`config.mk`:
```
export PLATFORM = sky130hd
export DESIGN_NAME = wdog_win
export DESIGN_NICKNAME = d
export VERILOG_FILES = /design/src/rtl/wdog_win_pkg.sv /design/src/rtl/wdog_regs.sv /design/src/rtl/wdog_feed.sv /design/src/rtl/wdog_counter.sv /design/src/rtl/wdog_win.sv
export SDC_FILE = /design/constraint.sdc
export NUM_CORES = 1
export LEC_CHECK = 0
export ABC_CLOCK_PERIOD_IN_PS = 3520
export BUFFER_PORTS_ARGS = -buffer_cell sky130_fd_sc_hd__buf_2
export CAP_MARGIN = 15
export CORE_ASPECT_RATIO = 0.7
export CORE_UTILIZATION = 58
export CTS_BUF_LIST = sky130_fd_sc_hd__clkbuf_16
export DETAILED_ROUTE_END_ITERATION = 8
export PLACE_DENSITY = 0.8
export SLEW_MARGIN = 20
export SYNTH_ARGS = -nofsm -noshare
export SYNTH_HDL_FRONTEND = slang
export SYNTH_HIERARCHICAL = 1
export SYNTH_SLANG_ARGS = --single-unit
```
`constraint.sdc`:
```
create_clock -name clk_i -period 3.52 [get_ports clk_i]
set_clock_uncertainty 0.15 [all_clocks]
set_input_delay 0.704 -clock clk_i [delete_from_list [all_inputs] [get_ports clk_i]]
set_output_delay 0.704 -clock clk_i [all_outputs]
set_load 0.01 [all_outputs]
```
`src/rtl/wdog_win_pkg.sv`:
```
package wdog_win_pkg;
  localparam int KEY_W = 8;
  localparam logic [KEY_W-1:0] KEY_ARM  = 8'hAA;
  localparam logic [KEY_W-1:0] KEY_FIRE = 8'h55;

  typedef enum logic [1:0] {
    REG_CTRL = 2'd0,
    REG_TMO  = 2'd1,
    REG_WIN  = 2'd2,
    REG_WARN = 2'd3
  } reg_addr_e;

  localparam int CTRL_EN   = 0;
  localparam int CTRL_WIN  = 1;
  localparam int CTRL_WCLR = 2;
  localparam int CTRL_FCLR = 3;

  typedef enum logic {FEED_IDLE, FEED_ARMED} feed_st_e;
endpackage

```
`src/rtl/wdog_regs.sv`:
```
module wdog_regs
  import wdog_win_pkg::*;
#(
  parameter int CNT_W = 16,
  parameter logic [CNT_W-1:0] TMO_RST = '1
) (
  input  logic             clk_i,
  input  logic             rst_ni,
  input  logic             wr_en_i,
  input  logic [1:0]       wr_addr_i,
  input  logic [CNT_W-1:0] wr_data_i,
  input  logic             fault_i,
  output logic             en_o,
  output logic             win_en_o,
  output logic [CNT_W-1:0] tmo_o,
  output logic [CNT_W-1:0] win_o,
  output logic [CNT_W-1:0] warn_cmp_o,
  output logic             warn_clr_o,
  output logic             flag_clr_o
);
  logic wr_ctrl;
  assign wr_ctrl    = wr_en_i && (reg_addr_e'(wr_addr_i) == REG_CTRL);
  assign warn_clr_o = wr_ctrl && wr_data_i[CTRL_WCLR];
  assign flag_clr_o = wr_ctrl && wr_data_i[CTRL_FCLR];

  always_ff @(posedge clk_i or negedge rst_ni) begin
    if (!rst_ni) begin
      en_o       <= 1'b0;
      win_en_o   <= 1'b0;
      tmo_o      <= TMO_RST;
      win_o      <= '1;
      warn_cmp_o <= '0;
    end else begin
      // enable is set-only from software; a fault clears it
      if (fault_i)                           en_o <= 1'b0;
      else if (wr_ctrl && wr_data_i[CTRL_EN]) en_o <= 1'b1;
      if (wr_ctrl) win_en_o <= wr_data_i[CTRL_WIN];
      if (wr_en_i) begin
        unique case (reg_addr_e'(wr_addr_i))
          REG_TMO:  tmo_o      <= wr_data_i;
          REG_WIN:  win_o      <= wr_data_i;
          REG_WARN: warn_cmp_o <= wr_data_i;
          default:  ;
        endcase
      end
    end
  end
endmodule

```
`src/rtl/wdog_feed.sv`:
```
module wdog_feed
  import wdog_win_pkg::*;
(
  input  logic             clk_i,
  input  logic             rst_ni,
  input  logic             feed_i,
  input  logic [KEY_W-1:0] key_i,
  input  logic             reg_wr_i,
  output logic             ok_o,
  output logic             err_o
);
  feed_st_e st_q, st_d;
  logic armed;

  assign armed = (st_q == FEED_ARMED);
  assign ok_o  = armed && feed_i && (key_i == KEY_FIRE) && !reg_wr_i;
  assign err_o = armed && ((feed_i && (key_i != KEY_FIRE)) || reg_wr_i);

  always_comb begin
    st_d = st_q;
    if (armed) begin
      if (ok_o || err_o) st_d = FEED_IDLE;
    end else if (feed_i && (key_i == KEY_ARM)) begin
      st_d = FEED_ARMED;
    end
  end

  always_ff @(posedge clk_i or negedge rst_ni) begin
    if (!rst_ni) st_q <= FEED_IDLE;
    else         st_q <= st_d;
  end
endmodule

```
`src/rtl/wdog_counter.sv`:
```
module wdog_counter #(
  parameter int CNT_W = 16,
  parameter logic [CNT_W-1:0] RST_VAL = '1
) (
  input  logic             clk_i,
  input  logic             rst_ni,
  input  logic             run_i,
  input  logic             tick_i,
  input  logic             load_i,
  input  logic [CNT_W-1:0] load_val_i,
  input  logic [CNT_W-1:0] warn_cmp_i,
  input  logic [CNT_W-1:0] win_i,
  output logic [CNT_W-1:0] cnt_o,
  output logic             expire_o,
  output logic             warn_hit_o,
  output logic             above_win_o
);
  logic at_zero;
  assign at_zero     = (cnt_o == '0);
  assign expire_o    = run_i && tick_i && at_zero;
  assign warn_hit_o  = run_i && (cnt_o == warn_cmp_i);
  assign above_win_o = (cnt_o > win_i);

  always_ff @(posedge clk_i or negedge rst_ni) begin
    if (!rst_ni)                          cnt_o <= RST_VAL;
    else if (load_i)                      cnt_o <= load_val_i;
    else if (run_i && tick_i && !at_zero) cnt_o <= cnt_o - 1'b1;
  end
endmodule

```
`src/rtl/wdog_win.sv`:
```
module wdog_win
  import wdog_win_pkg::*;
#(
  parameter int CNT_W = 16,
  parameter logic [CNT_W-1:0] TMO_RST = 16'h00FF
) (
  input  logic             clk_i,
  input  logic             rst_ni,
  input  logic             por_ni,
  input  logic             tick_i,
  input  logic             wr_en_i,
  input  logic [1:0]       wr_addr_i,
  input  logic [CNT_W-1:0] wr_data_i,
  input  logic             feed_i,
  input  logic [7:0]       feed_key_i,
  output logic             rst_req_o,
  output logic             warn_irq_o,
  output logic             enabled_o,
  output logic             timeout_flag_o,
  output logic [CNT_W-1:0] count_o
);
  logic             core_rst_n;
  logic             en, win_en, warn_clr, flag_clr;
  logic [CNT_W-1:0] tmo, win, warn_cmp;
  logic             feed_ok, seq_err;
  logic             expire, warn_hit, above_win;
  logic             early, fault;

  assign core_rst_n = rst_ni & por_ni;

  wdog_regs #(.CNT_W(CNT_W), .TMO_RST(TMO_RST)) regs_i (
    .clk_i, .rst_ni(core_rst_n), .wr_en_i, .wr_addr_i, .wr_data_i,
    .fault_i(fault), .en_o(en), .win_en_o(win_en), .tmo_o(tmo),
    .win_o(win), .warn_cmp_o(warn_cmp), .warn_clr_o(warn_clr),
    .flag_clr_o(flag_clr)
  );

  wdog_feed feed_i_u (
    .clk_i, .rst_ni(core_rst_n), .feed_i, .key_i(feed_key_i),
    .reg_wr_i(wr_en_i), .ok_o(feed_ok), .err_o(seq_err)
  );

  wdog_counter #(.CNT_W(CNT_W), .RST_VAL(TMO_RST)) cnt_i (
    .clk_i, .rst_ni(core_rst_n), .run_i(en), .tick_i,
    .load_i(feed_ok && !fault), .load_val_i(tmo), .warn_cmp_i(warn_cmp),
    .win_i(win), .cnt_o(count_o), .expire_o(expire),
    .warn_hit_o(warn_hit), .above_win_o(above_win)
  );

  assign early = feed_ok && win_en && above_win;
  assign fault = en && (expire || seq_err || early);

  always_ff @(posedge clk_i or negedge core_rst_n) begin
    if (!core_rst_n) begin
      rst_req_o  <= 1'b0;
      warn_irq_o <= 1'b0;
    end else begin
      if (fault) rst_req_o <= 1'b1;
      if (warn_hit)      warn_irq_o <= 1'b1;
      else if (warn_clr) warn_irq_o <= 1'b0;
    end
  end

  // survives system reset; only power-on clears it
  always_ff @(posedge clk_i or negedge por_ni) begin
    if (!por_ni)       timeout_flag_o <= 1'b0;
    else if (fault)    timeout_flag_o <= 1'b1;
    else if (flag_clr) timeout_flag_o <= 1'b0;
  end

  assign enabled_o = en;
endmodule

```
; Yosys cells after proc, flatten, opt, wreduce, memory -nomap -nowiden
; Index checks and enable logic that the tools add are counted.
[classes]
n_addsub = 1
magnitude_cmp = 1
n_eq_ne = 7
n_mux = 11
bitwise = 1
n_reduce_logical = 34
[ops]
columns = op, n
row1 = $mux 16, 2
row2 = $logic_and 1x1->1, 18
row3 = $eq 16x16->1, 1
row4 = $gt 16x16->1, 1
row5 = $logic_not 16->1, 1
row6 = $sub 16x1->16 const B, 1
row7 = $mux 1, 9
row8 = $eq 8x7->1 const B, 1
row9 = $eq 8x8->1 const B, 1
row10 = $ne 8x7->1 const B, 1
row11 = $reduce_bool 2->1, 4
row12 = $reduce_and 2->1, 3
row13 = $eq 2x2->1 const B, 2
row14 = $logic_or 1x1->1, 4
row15 = $logic_not 1->1, 3
row16 = $eq 2x1->1 const B, 1
row17 = $logic_not 2->1, 1
row18 = $and 1x1->1, 1
[totals]
reg_bits = 70
in_bits = 32
output_inout_bits = 20
wordCells = 65

; Logic depth before layout (Yosys ltp)
; Gate-level depths: netlist of run 1.
[logic_depth]
word_depth = 10
mapped_depth = 14
ltp_nobuf = 12

; Modules after synthesis
; The synthesis of run 1 kept the hierarchy.
[by_module_without_submodules]
columns = mod, instances, cells_per_inst, area_each_um2, seq_area_each_um2
row1 = wdog_regs, 1, 111, 1936.9, 1281.2
row2 = wdog_counter, 1, 194, 1645.3, 410.4
row3 = wdog_win, 1, 13, 140.1, 75.1
row4 = wdog_feed, 1, 13, 130.1, 25.0

; Worst setup path before layout of run 1
; No wires, ideal clock.
[synth_path]
path_kind = flip-flop to flip-flop
startpoint = register cnt_i.cnt_o[1]
endpoint = register cnt_i.cnt_o[13]
setup_ps = 126
arrival_ps = 2640
required_ps = 3244
slack_ps = 604
path_stages_with_launch = 13
n_path_buf = 2
synth_period_minus_slack_ps = 2916
cell_sequence = dfstp_2 ha_1 nor2b_1 o211ai_1 a21oi_1 o31ai_1 a21oi_1 a311oi_2 o21a_1 clkbuf_1 buf_2 nor2_1 a221o_1
[synth_via]
word_cells_on_any_way = 15
classes_between = add/sub: 1 / order compare: 1 / mux: 2 / reduce/logical: 11
[synth_rtl]
columns = item, line_no
row1 = start: declaration, wdog_counter.sv:13  ; output logic [CNT_W-1:0] cnt_o,
row2 = start signal: assignment, wdog_counter.sv:26  ; else if (load_i) cnt_o <= load_val_i;
row3 = start signal: assignment, wdog_counter.sv:27  ; else if (run_i && tick_i && !at_zero) cnt_o <= cnt_o - 1'b1;
row4 = $gt 16x16->1 *, wdog_counter.sv:22  ; assign above_win_o = (cnt_o > win_i);
row5 = net above_win, wdog_win.sv:26  ; logic expire, warn_hit, above_win;
row6 = $logic_and 1x1->1 *, wdog_win.sv:50  ; assign early = feed_ok && win_en && above_win;
row7 = $logic_or 1x1->1 *, wdog_win.sv:51  ; assign fault = en && (expire || seq_err || early);
row8 = $logic_and 1x1->1 *, wdog_win.sv:51
row9 = $logic_not 1->1 *, wdog_win.sv:45  ; .load_i(feed_ok && !fault), .load_val_i(tmo), .warn_cmp_i(warn_cmp),
row10 = $logic_and 1x1->1 *, wdog_win.sv:45
row11 = $mux 16 / $reduce_bool 2->1 (equally long branches), -
; Mark *: on every way through the listed nets, which the timed path passes. The rest lies on a longest branch. The select of a mux whose other input is x is not followed.
; A chain may end at the register's enable or synchronous reset.

; Final worst setup path of run 1
[layout_path]
startpoint = register regs_i.win_o[6]
endpoint = register cnt_i.cnt_o[5]
[layout_via]
elab_chain_len = 7
word_cells_on_any_way = 8
classes_between = order compare: 1 / mux: 1 / reduce/logical: 6
[layout_lines]
columns = item, line_no
row1 = start: declaration, wdog_regs.sv:16  ; output logic [CNT_W-1:0] win_o,
row2 = start signal: assignment, wdog_regs.sv:41  ; REG_WIN: win_o <= wr_data_i;
row3 = $gt 16x16->1 *, wdog_counter.sv:22
row4 = net above_win, wdog_win.sv:26
row5 = $logic_and 1x1->1 *, wdog_win.sv:50
row6 = $logic_or 1x1->1 *, wdog_win.sv:51
row7 = $logic_and 1x1->1 *, wdog_win.sv:51
row8 = $logic_not 1->1 *, wdog_win.sv:45
row9 = $logic_and 1x1->1 *, wdog_win.sv:45
row10 = $mux 16 / $reduce_bool 2->1 (equally long branches), -
; Mark *: on every way through the listed nets, which the timed path passes. The rest lies on a longest branch.

==> results of run 1 <==
## layer usage
metal,wire [um],share of wire
met1,4230,0.48
met2,4010,0.45
met5,0,0
met3,549,0.062
met4,74,0.0084
## Yosys cell counts, types with 4 or more instances
cell type / number
a21oi_1: 14
xor2_1: 9
and2_1: 5
o21ai_1: 12
nor2b_1: 4
nand2_1: 22
ha_1: 18
inv_1: 25
xnor2_1: 15
nand3_1: 9
dfstp_2: 32
nand4_1: 9
clkbuf_1: 4
nor2_1: 9
mux2_2: 49
dfrtp_1: 38
## worst max-delay path: stages (launching register included)
cell and delay [ns]:
dfstp_2 0.52, inv_1 0.04, ha_1 0.32, a21oi_1 0.18, a21boi_0 0.20, o31ai_1 0.27
a21oi_1 0.12, a311oi_2 0.34, o21a_1 0.45, buf_4 0.35, a21oi_1 0.08, a21oi_1 0.16
## logic make-up after synthesis
| group | after synthesis | share of synthesized area |
|---|---|---|
| AND/OR/NAND/NOR | 89 | 0.154 |
| flip-flops | 70 | 0.465 |
| multiplexers | 51 | 0.148 |
| AO/OA/AOI/OAI | 44 | 0.0763 |
| buffers and inverters | 35 | 0.0432 |
| XOR/XNOR | 24 | 0.0546 |
| adder cells (fa/ha/maj) | 18 | 0.0585 |
## metrics by stage
stage | power [uW] | util | instance area (um2) | setup WS, ns | hold WS, ns
CTS | 3140 | 0.703 | 4430 | 0.332 | 0.323
detailed placement | 2350 | 0.662 | 4170 | 0.355 | 0.310
floorplan | 2000 | - | 3850 | 0.601 | 0.258
finish | 3130 | 0.703 | 4430 | 0.280 | 0.320
global route | 3310 | 0.703 | 4430 | 0.0533 | 0.343
global placement | 2310 | 0.662 | 4170 | 0.482 | 0.307
## state kept, by name (all words and copies together) (netlist names)
register           cells
regs_i/win_en_o        1
regs_i/tmo_o          16
feed_i_u/armed         1
regs_i/en_o            1
cnt_i/cnt_o           16
regs_i/warn_cmp_o     16
timeout_flag_o         1
warn_irq_o             1
regs_i/win_o          16
rst_req_o              1
## area by class of cell
class                   instances  area [um2]  area share
clock buffers                   9         225      0.0508
clock inverters                 6        25.0     0.00565
inverters                      25        93.8      0.0212
multi-input cells             226        1900       0.428
flip-flops and latches         70        1790       0.404
well taps                      78        97.6      0.0220
repair buffers                 57         303      0.0683
## path summary, 6_finish.rpt
| path | from | end | slack [ns] | cells past startpoint |
|---|---|---|---|---|
| min in group asynchronous | rst_ni | regs_i/tmo_o[11] | 0.41 | 2 |
| max in group asynchronous | por_ni | regs_i/tmo_o[4] | 1.46 | 4 |
| worst max register to register | regs_i/win_o[6] | cnt_i/cnt_o[5] | 0.28 | 11 |
| worst max-delay path | regs_i/win_o[6] | cnt_i/cnt_o[5] | 0.28 | 11 |
| worst min register to register | regs_i/tmo_o[4] | cnt_i/cnt_o[4] | 0.32 | 2 |
| worst min-delay path | regs_i/tmo_o[4] | cnt_i/cnt_o[4] | 0.32 | 2 |
## where the power goes
group	switching [uW]	total (uW)	internal (uW)
registers	282	1360	1070
logic	526	1010	483
clock network	303	762	459
==> impl_metrics.ini, run 1 <==
[outcome]
status = finished, final reports clean

[place]
post-place-cells = 455
portBuffers = 51
hpwl_um = 6430
gp_congestion = 0.919

[clock_network]
clockBufferDepth = 2
clk_latency_ns = 0.33
numCtsBuffers = 9
cts_setup_buffers = 0
hold_buffers = 1
cts.sinks = 70
cts_resized = 0
htreeDepth = 3
clkTransAtPathRegs_ns = 0.05
cts_tree = yes
root_buffer = clkbuf_16

[synthesis]
synthTopCellsByArea = dfrtp_1 (25%), dfstp_2 (22%), mux2_2 (14%)
synth_top_area_cell = dfrtp_1
syn_inst = 331
syn_area_mm2 = 0.00385
synth_edf_count = 0
postSynthAreaPerCell_um2 = 11.6
async_flop_share = 1.00
ys_ff_latch = 70
yosys_warnings = 6
syn-num-nets = 381
synth_top_area_frac = 0.247
synth.distinct_cells = 53
ys.flop_type = dfrtp_1
ys_seq_area_frac = 0.465

[global_routing]
grt_use_met1 = 0.404
grt_max_degree = 32
antenna_found_initial = 0
grt_overflow = 0
grt_pass1_vias = 2708
grt_usage = 0.274
grt_pass1_wl_um = 14200
grt.busiest_layer = met2
grtUsageMet2 = 0.409
use_met3 = 0.0551

[worst_setup_path]
path_class = reg -> reg
cp-end-kind = flop
worstPathMaxFanout = 22
start_kind = flop
cp.arrival_ns = 3.34
worstPathRequired_ns = 3.62

[cells_and_area]
syn2layout_area_growth_pct = 15.0
drive_gt1_frac = 0.425
final_nets = 439
final-instance-count-excl-fill = 471
mostFrequentLayoutCells = buf_2 (51), mux2_2 (49), dfrtp_1 (38), dfstp_2 (32), inv_1 (27)
fillers = 460
n_antenna_cell = 0
final_common_cell = buf_2

[power_and_ir_drop]
vdd_ir_drop_max_mv = 0.428
powerDensity_mw_per_mm2 = 705
leakagePower_uw = 0.00200

[timing]
relSlewSlack = 0.517
fmax_mhz = 309
finalCritPeriodShare = 0.920
rsz0062_at_grt = no
maxSlewViolCount = 0
worst_slew_pin_slew_ns = 0.725
fin_tns_setup_ns = 0
hold_viol_final = 0
setup_viol = 0
fin_crit_ns = 3.24

[die]
core-area_mm2 = 0.00631
dieArea_mm2 = 0.00698
rows = 24
boundaryPins = 52
die_h_um = 70.2
start_util = 0.611
dieWidth_um = 99.4

[route]
drt_iter0_markers = 214
vias = 2762
drt-pass1-iter-count = 5
vias_per_cell = 5.86
drc = 0
drt-wirelength-per-cell_um = 18.8
postRouteAntennaNets = 0
routed_wl_um = 8860

[run]
drv_cap = 0

[min_path]
holdCritPathClass = reg -> reg
Note: power is estimated with default switching activity, not from simulation.
==> run 2, diff against run 1 <==
--- a/config.mk
+++ b/config.mk
@@ -5,7 +5,7 @@
 export SDC_FILE = /design/constraint.sdc
 export NUM_CORES = 1
 export LEC_CHECK = 0
-export ABC_CLOCK_PERIOD_IN_PS = 3520
+export ABC_CLOCK_PERIOD_IN_PS = 3700
 export BUFFER_PORTS_ARGS = -buffer_cell sky130_fd_sc_hd__buf_2
 export CAP_MARGIN = 15
 export CORE_ASPECT_RATIO = 0.7
==> constraint.sdc (replaced) <==
create_clock -name clk_i -period 3.7 [get_ports clk_i]
set_clock_uncertainty 0.15 [all_clocks]
set_input_delay 0.74 -clock clk_i [delete_from_list [all_inputs] [get_ports clk_i]]
set_output_delay 0.74 -clock clk_i [all_outputs]
set_load 0.01 [all_outputs]
==> run 2 against run 1 <==
  * Count of clock-buffer cells in the layout is the same
  * Non-clock buffer count shrank 2
  * Total power up 0.59%
  * Highest routed layer unchanged
  * Maximum frequency rose by 0.77%
  * First-iteration DRC count down 29%
  * Critical path depth is the same
  * Largest cell class unchanged
  * Combinational power shrank 6%
  * Worst hold slack got worse by 0.28 ns
  * Critical endpoint is now cnt_i/cnt_o[13]
==> impl_metrics.ini, run 2 (synthesized netlist as in run 1, its figures left out) <==
[timing]
fin_tns_setup_ns = 0
relSlewSlack = 0.505
finalCritPeriodShare = 0.869
maxSlewViolCount = 0
hold_viol_final = 0
hold_ws_ns = 0.0390
fin_crit_ns = 3.21
rsz0062_at_grt = no
fin_ws_ns = 0.485
worst_slew_pin_slew_ns = 0.742
setup_viol = 0
fmax_mhz = 311

[clock_network]
cts_resized = 0
numCtsBuffers = 9
clk_latency_ns = 0.33
cts_setup_buffers = 0
root_buffer = clkbuf_16
clockBufferDepth = 2
clkTransAtPathRegs_ns = 0.05
hold_buffers = 0
cts.sinks = 70
htreeDepth = 3
cts_tree = yes

[cells_and_area]
final_common_cell = buf_2
final_core_util = 0.712
fillers = 484
final-instance-count-excl-fill = 470
syn2layout_area_growth_pct = 16.6
drive_gt1_frac = 0.434
final_nets = 437
n_antenna_cell = 0
mostFrequentLayoutCells = buf_2 (51), mux2_2 (49), dfrtp_1 (38), dfstp_2 (32), inv_1 (26)

[die]
dieWidth_um = 99.4
die_h_um = 70.2
dieArea_mm2 = 0.00698
rows = 24
boundaryPins = 52
start_util = 0.611
core-area_mm2 = 0.00631

[place]
gp_congestion = 0.878
pre_cts_ws_ns = 0.651
hpwl_um = 6410
portBuffers = 51
post-place-cells = 454

[route]
drt-pass1-iter-count = 5
vias_per_cell = 5.88
postRouteAntennaNets = 0
drc = 0
vias = 2764
routed_wl_um = 8740
drt_iter0_markers = 153
drt-wirelength-per-cell_um = 18.6

[global_routing]
grt_pass1_vias = 2733
grt_pass1_wl_um = 14400
grt_max_degree = 39
antenna_found_initial = 0
grt_overflow = 0
grt_usage = 0.277

[worst_setup_path]
max_stage_delay_ns = 0.53
worstPathMaxFanout = 11
cp.arrival_ns = 3.27
r2r_setup_slack_ns = 0.49
start_kind = flop
cp_slowest_cell = dfstp_2
worstPathRequired_ns = 3.75
cpMostUsedCell = a21oi_1
cp_top_family = compound AO/OA/AOI/OAI gates
cp_num_buf_inv = 1
cp-end-kind = flop
crit_chain = inv_1 > ha_1 > a21o_1 > nand3_1 > a21oi_1 > a211oi_1 > a21oi_1 > a311oi_2 > o21a_1 > nor3_2 > a221o_1
path_class = reg -> reg

[power_and_ir_drop]
p_int_uw = 2060
p_sw_uw = 1090
powerDensity_mw_per_mm2 = 700
leakagePower_uw = 0.00202
vdd_ir_drop_max_mv = 0.386
seq_power_share = 0.412
combPwrFrac = 0.302
clkPwrFrac = 0.285
sw_frac_of_total = 0.345

[min_path]
holdCritPathClass = in -> async

[run]
drv_cap = 0

[outcome]
status = finished, final reports clean
run 2: metal layers:
layer | global-route usage | up-vias | wire length [um] | part of all wire
li1 | - | 1295 | - | -
met1 | 0.399 | 1364 | 4220 | 0.48
met2 | 0.405 | 86 | 3880 | 0.44
met3 | 0.0711 | 19 | 456 | 0.052
met4 | 0.101 | 0 | 189 | 0.022
met5 | 0 | - | 0 | 0
run 2: worst paths after layout:
check,startpoint,end,depth (start not counted)
max,regs_i/win_o[9],cnt_i/cnt_o[13],11
min,por_ni,timeout_flag_o,1
max reg2reg,regs_i/win_o[9],cnt_i/cnt_o[13],11
min reg2reg,regs_i/tmo_o[1],cnt_i/cnt_o[1],2
max in group asynchronous,por_ni,regs_i/tmo_o[4],3
min in group clk_i,regs_i/tmo_o[1],cnt_i/cnt_o[1],2
run 2: area by class of cell:
type | instances | area [um2] | area share
inverter | 25 | 93.8 | 0.0209
multi-input combinational | 226 | 1900 | 0.422
timing repair buffer | 55 | 298 | 0.0663
tap | 78 | 97.6 | 0.0217
clock buffer | 9 | 225 | 0.0501
sequential | 70 | 1790 | 0.399
clock inverter | 7 | 90.1 | 0.0201
run 2: stage by stage:
| stage | area (um2) | power (uW) |
|---|---|---|
| after floorplan | 3850 | 1900 |
| after global placement | 4180 | 2190 |
| after detailed placement | 4180 | 2230 |
| after CTS | 4490 | 3150 |
| after global routing | 4490 | 3320 |
| final | 4490 | 3140 |
run 2: power by group through the flow:
stage	registers, uW	clock network [uW]	logic, uW
final	1300	897	951
after global routing	1330	954	1040
after CTS	1290	912	944
after detailed placement	1300	0	929
after global placement	1290	0	901
after floorplan	1260	0	640
==> run 3, diff against run 2 <==
--- a/config.mk
+++ b/config.mk
@@ -9,10 +9,9 @@
 export BUFFER_PORTS_ARGS = -buffer_cell sky130_fd_sc_hd__buf_2
 export CAP_MARGIN = 15
 export CORE_ASPECT_RATIO = 0.7
-export CORE_UTILIZATION = 58
+export CORE_UTILIZATION = 38
 export CTS_BUF_LIST = sky130_fd_sc_hd__clkbuf_16
 export DETAILED_ROUTE_END_ITERATION = 8
-export PLACE_DENSITY = 0.8
 export SLEW_MARGIN = 20
 export SYNTH_ARGS = -nofsm -noshare
 export SYNTH_HDL_FRONTEND = slang
==> run 3 against run 2 <==
  * Critical path depth grew 1
  * Largest power group unchanged
  * Sequential power is essentially flat
  * Die area grew 51%
  * Global-route usage shrank 8.8 points
  * Worst hold slack lost 0.019 ns
==> impl_metrics.ini, run 3 (synthesized netlist as in run 1, its figures left out) <==
[worst_setup_path]
r2r_setup_slack_ns = 0.71
cp-startpoint = regs_i/win_o[6]
cp-end-kind = flop
crit_path_end = cnt_i/cnt_o[1]
cp_slowest_cell = dfstp_2
path_class = reg -> reg
r2r-end = cnt_i/cnt_o[1]
crit_chain = inv_1 > ha_1 > a21oi_1 > a21boi_0 > o31ai_1 > a21oi_1 > a311oi_2 > o21a_1 > buf_4 > a21oi_1 > o21ai_1 > nand2_1
start_kind = flop
cp.depth = 12
cp.arrival_ns = 3.10
worstPathRequired_ns = 3.81
cp_top_family = compound AO/OA/AOI/OAI gates
r2r-start = regs_i/win_o[6]
reg2regPathDepth = 12
worstPathMaxFanout = 16
max_stage_delay_ns = 0.52
cp_num_buf_inv = 2
cpMostUsedCell = a21oi_1

[route]
drc = 0
drt-pass1-iter-count = 4
drt_iter0_markers = 161
routed_wl_um = 9180
vias_per_cell = 5.20
postRouteAntennaNets = 0
vias = 2701
drt-wirelength-per-cell_um = 17.7

[die]
start_util = 0.395
dieArea_mm2 = 0.0106
core-area_mm2 = 0.00976
boundaryPins = 52
dieWidth_um = 122
die_h_um = 86.2
rows = 30

[global_routing]
grt_pass1_vias = 2607
antenna_found_initial = 0
grt_overflow = 0
grt_pass1_wl_um = 14400
grt_max_degree = 38
grt_usage = 0.190

[clock_network]
clkTransAtPathRegs_ns = 0.06
clk_latency_ns = 0.34
root_buffer = clkbuf_16
cts_tree = yes
htreeDepth = 3
cts_resized = 0
cts.sinks = 70
numCtsBuffers = 9
cts_setup_buffers = 0
hold_buffers = 0
clockBufferDepth = 2

[timing]
fmax_mhz = 335
hold_viol_final = 0
worst_slew_pin_slew_ns = 0.822
rsz0062_at_grt = no
maxSlewViolCount = 0
setup_viol = 0
hold_ws_ns = 0.0205
fin_tns_setup_ns = 0
relSlewSlack = 0.452
finalCritPeriodShare = 0.808
fin_crit_ns = 2.99

[cells_and_area]
n_antenna_cell = 0
syn2layout_area_growth_pct = 17.8
final_common_cell = buf_2
final_nets = 436
drive_gt1_frac = 0.425
final-instance-count-excl-fill = 519
mostFrequentLayoutCells = buf_2 (51), mux2_2 (49), dfrtp_1 (38), dfstp_2 (32), inv_1 (28)
design_area_mm2 = 0.00454

[power_and_ir_drop]
vdd_ir_drop_max_mv = 0.262
powerDensity_mw_per_mm2 = 686
leakagePower_uw = 0.00201

[place]
portBuffers = 51
placed_area_mm2 = 0.00423
post-place-cells = 503
hpwl_um = 6790
gp_congestion = 0.881

[min_path]
holdCritPathClass = in -> async

[outcome]
status = finished, final reports clean

[run]
drv_cap = 0
-- run 3: report_power, final --
part	internal (uW)	switching, uW	total, uW
Combinational	443	482	925
Clock	580	313	892
Sequential	1020	274	1290
Total	2040	1070	3110
-- run 3: metrics by stage --
stage,setup slack [ns],power (uW),utilization
floorplan,0.745,1900,-
detailed placement,0.725,2230,0.434
CTS,0.713,3140,0.465
global placement,0.764,2210,0.434
finish,0.711,3110,0.465
global route,0.475,3310,0.465
-- run 3: how the worst min path moves through the flow --
stage / startpoint / end / slack, ns
4_1_cts: por_ni / timeout_flag_o / 0.01
6_report: por_ni / timeout_flag_o / 0.02
3_3_place_gp: regs_i/tmo_o[2] / cnt_i/cnt_o[2] / 0.31
5_1_grt: por_ni / timeout_flag_o / 0.01
3_5_place_dp: regs_i/tmo_o[7] / cnt_i/cnt_o[7] / 0.31
2_1_floorplan: por_ni / timeout_flag_o / 0.29
-- run 3: cell type report --
cell class	instances	area, um2
inverters	25	93.8
multi-input cells	226	1900
fillers	916	5220
flip-flops and latches	70	1790
clock buffers	9	225
clock inverters	7	82.6
repair buffers	54	290
well taps	128	160
-- run 3: per-layer routing --
metal  wire length, um  vias up  GRT usage  share of wire
met4               113        0     0.0643          0.012
li1                  -     1303          -              -
met1              4680     1329      0.288           0.51
met5                 0        -          0              0
met2              3900       58      0.256           0.43
met3               482       11     0.0520          0.053
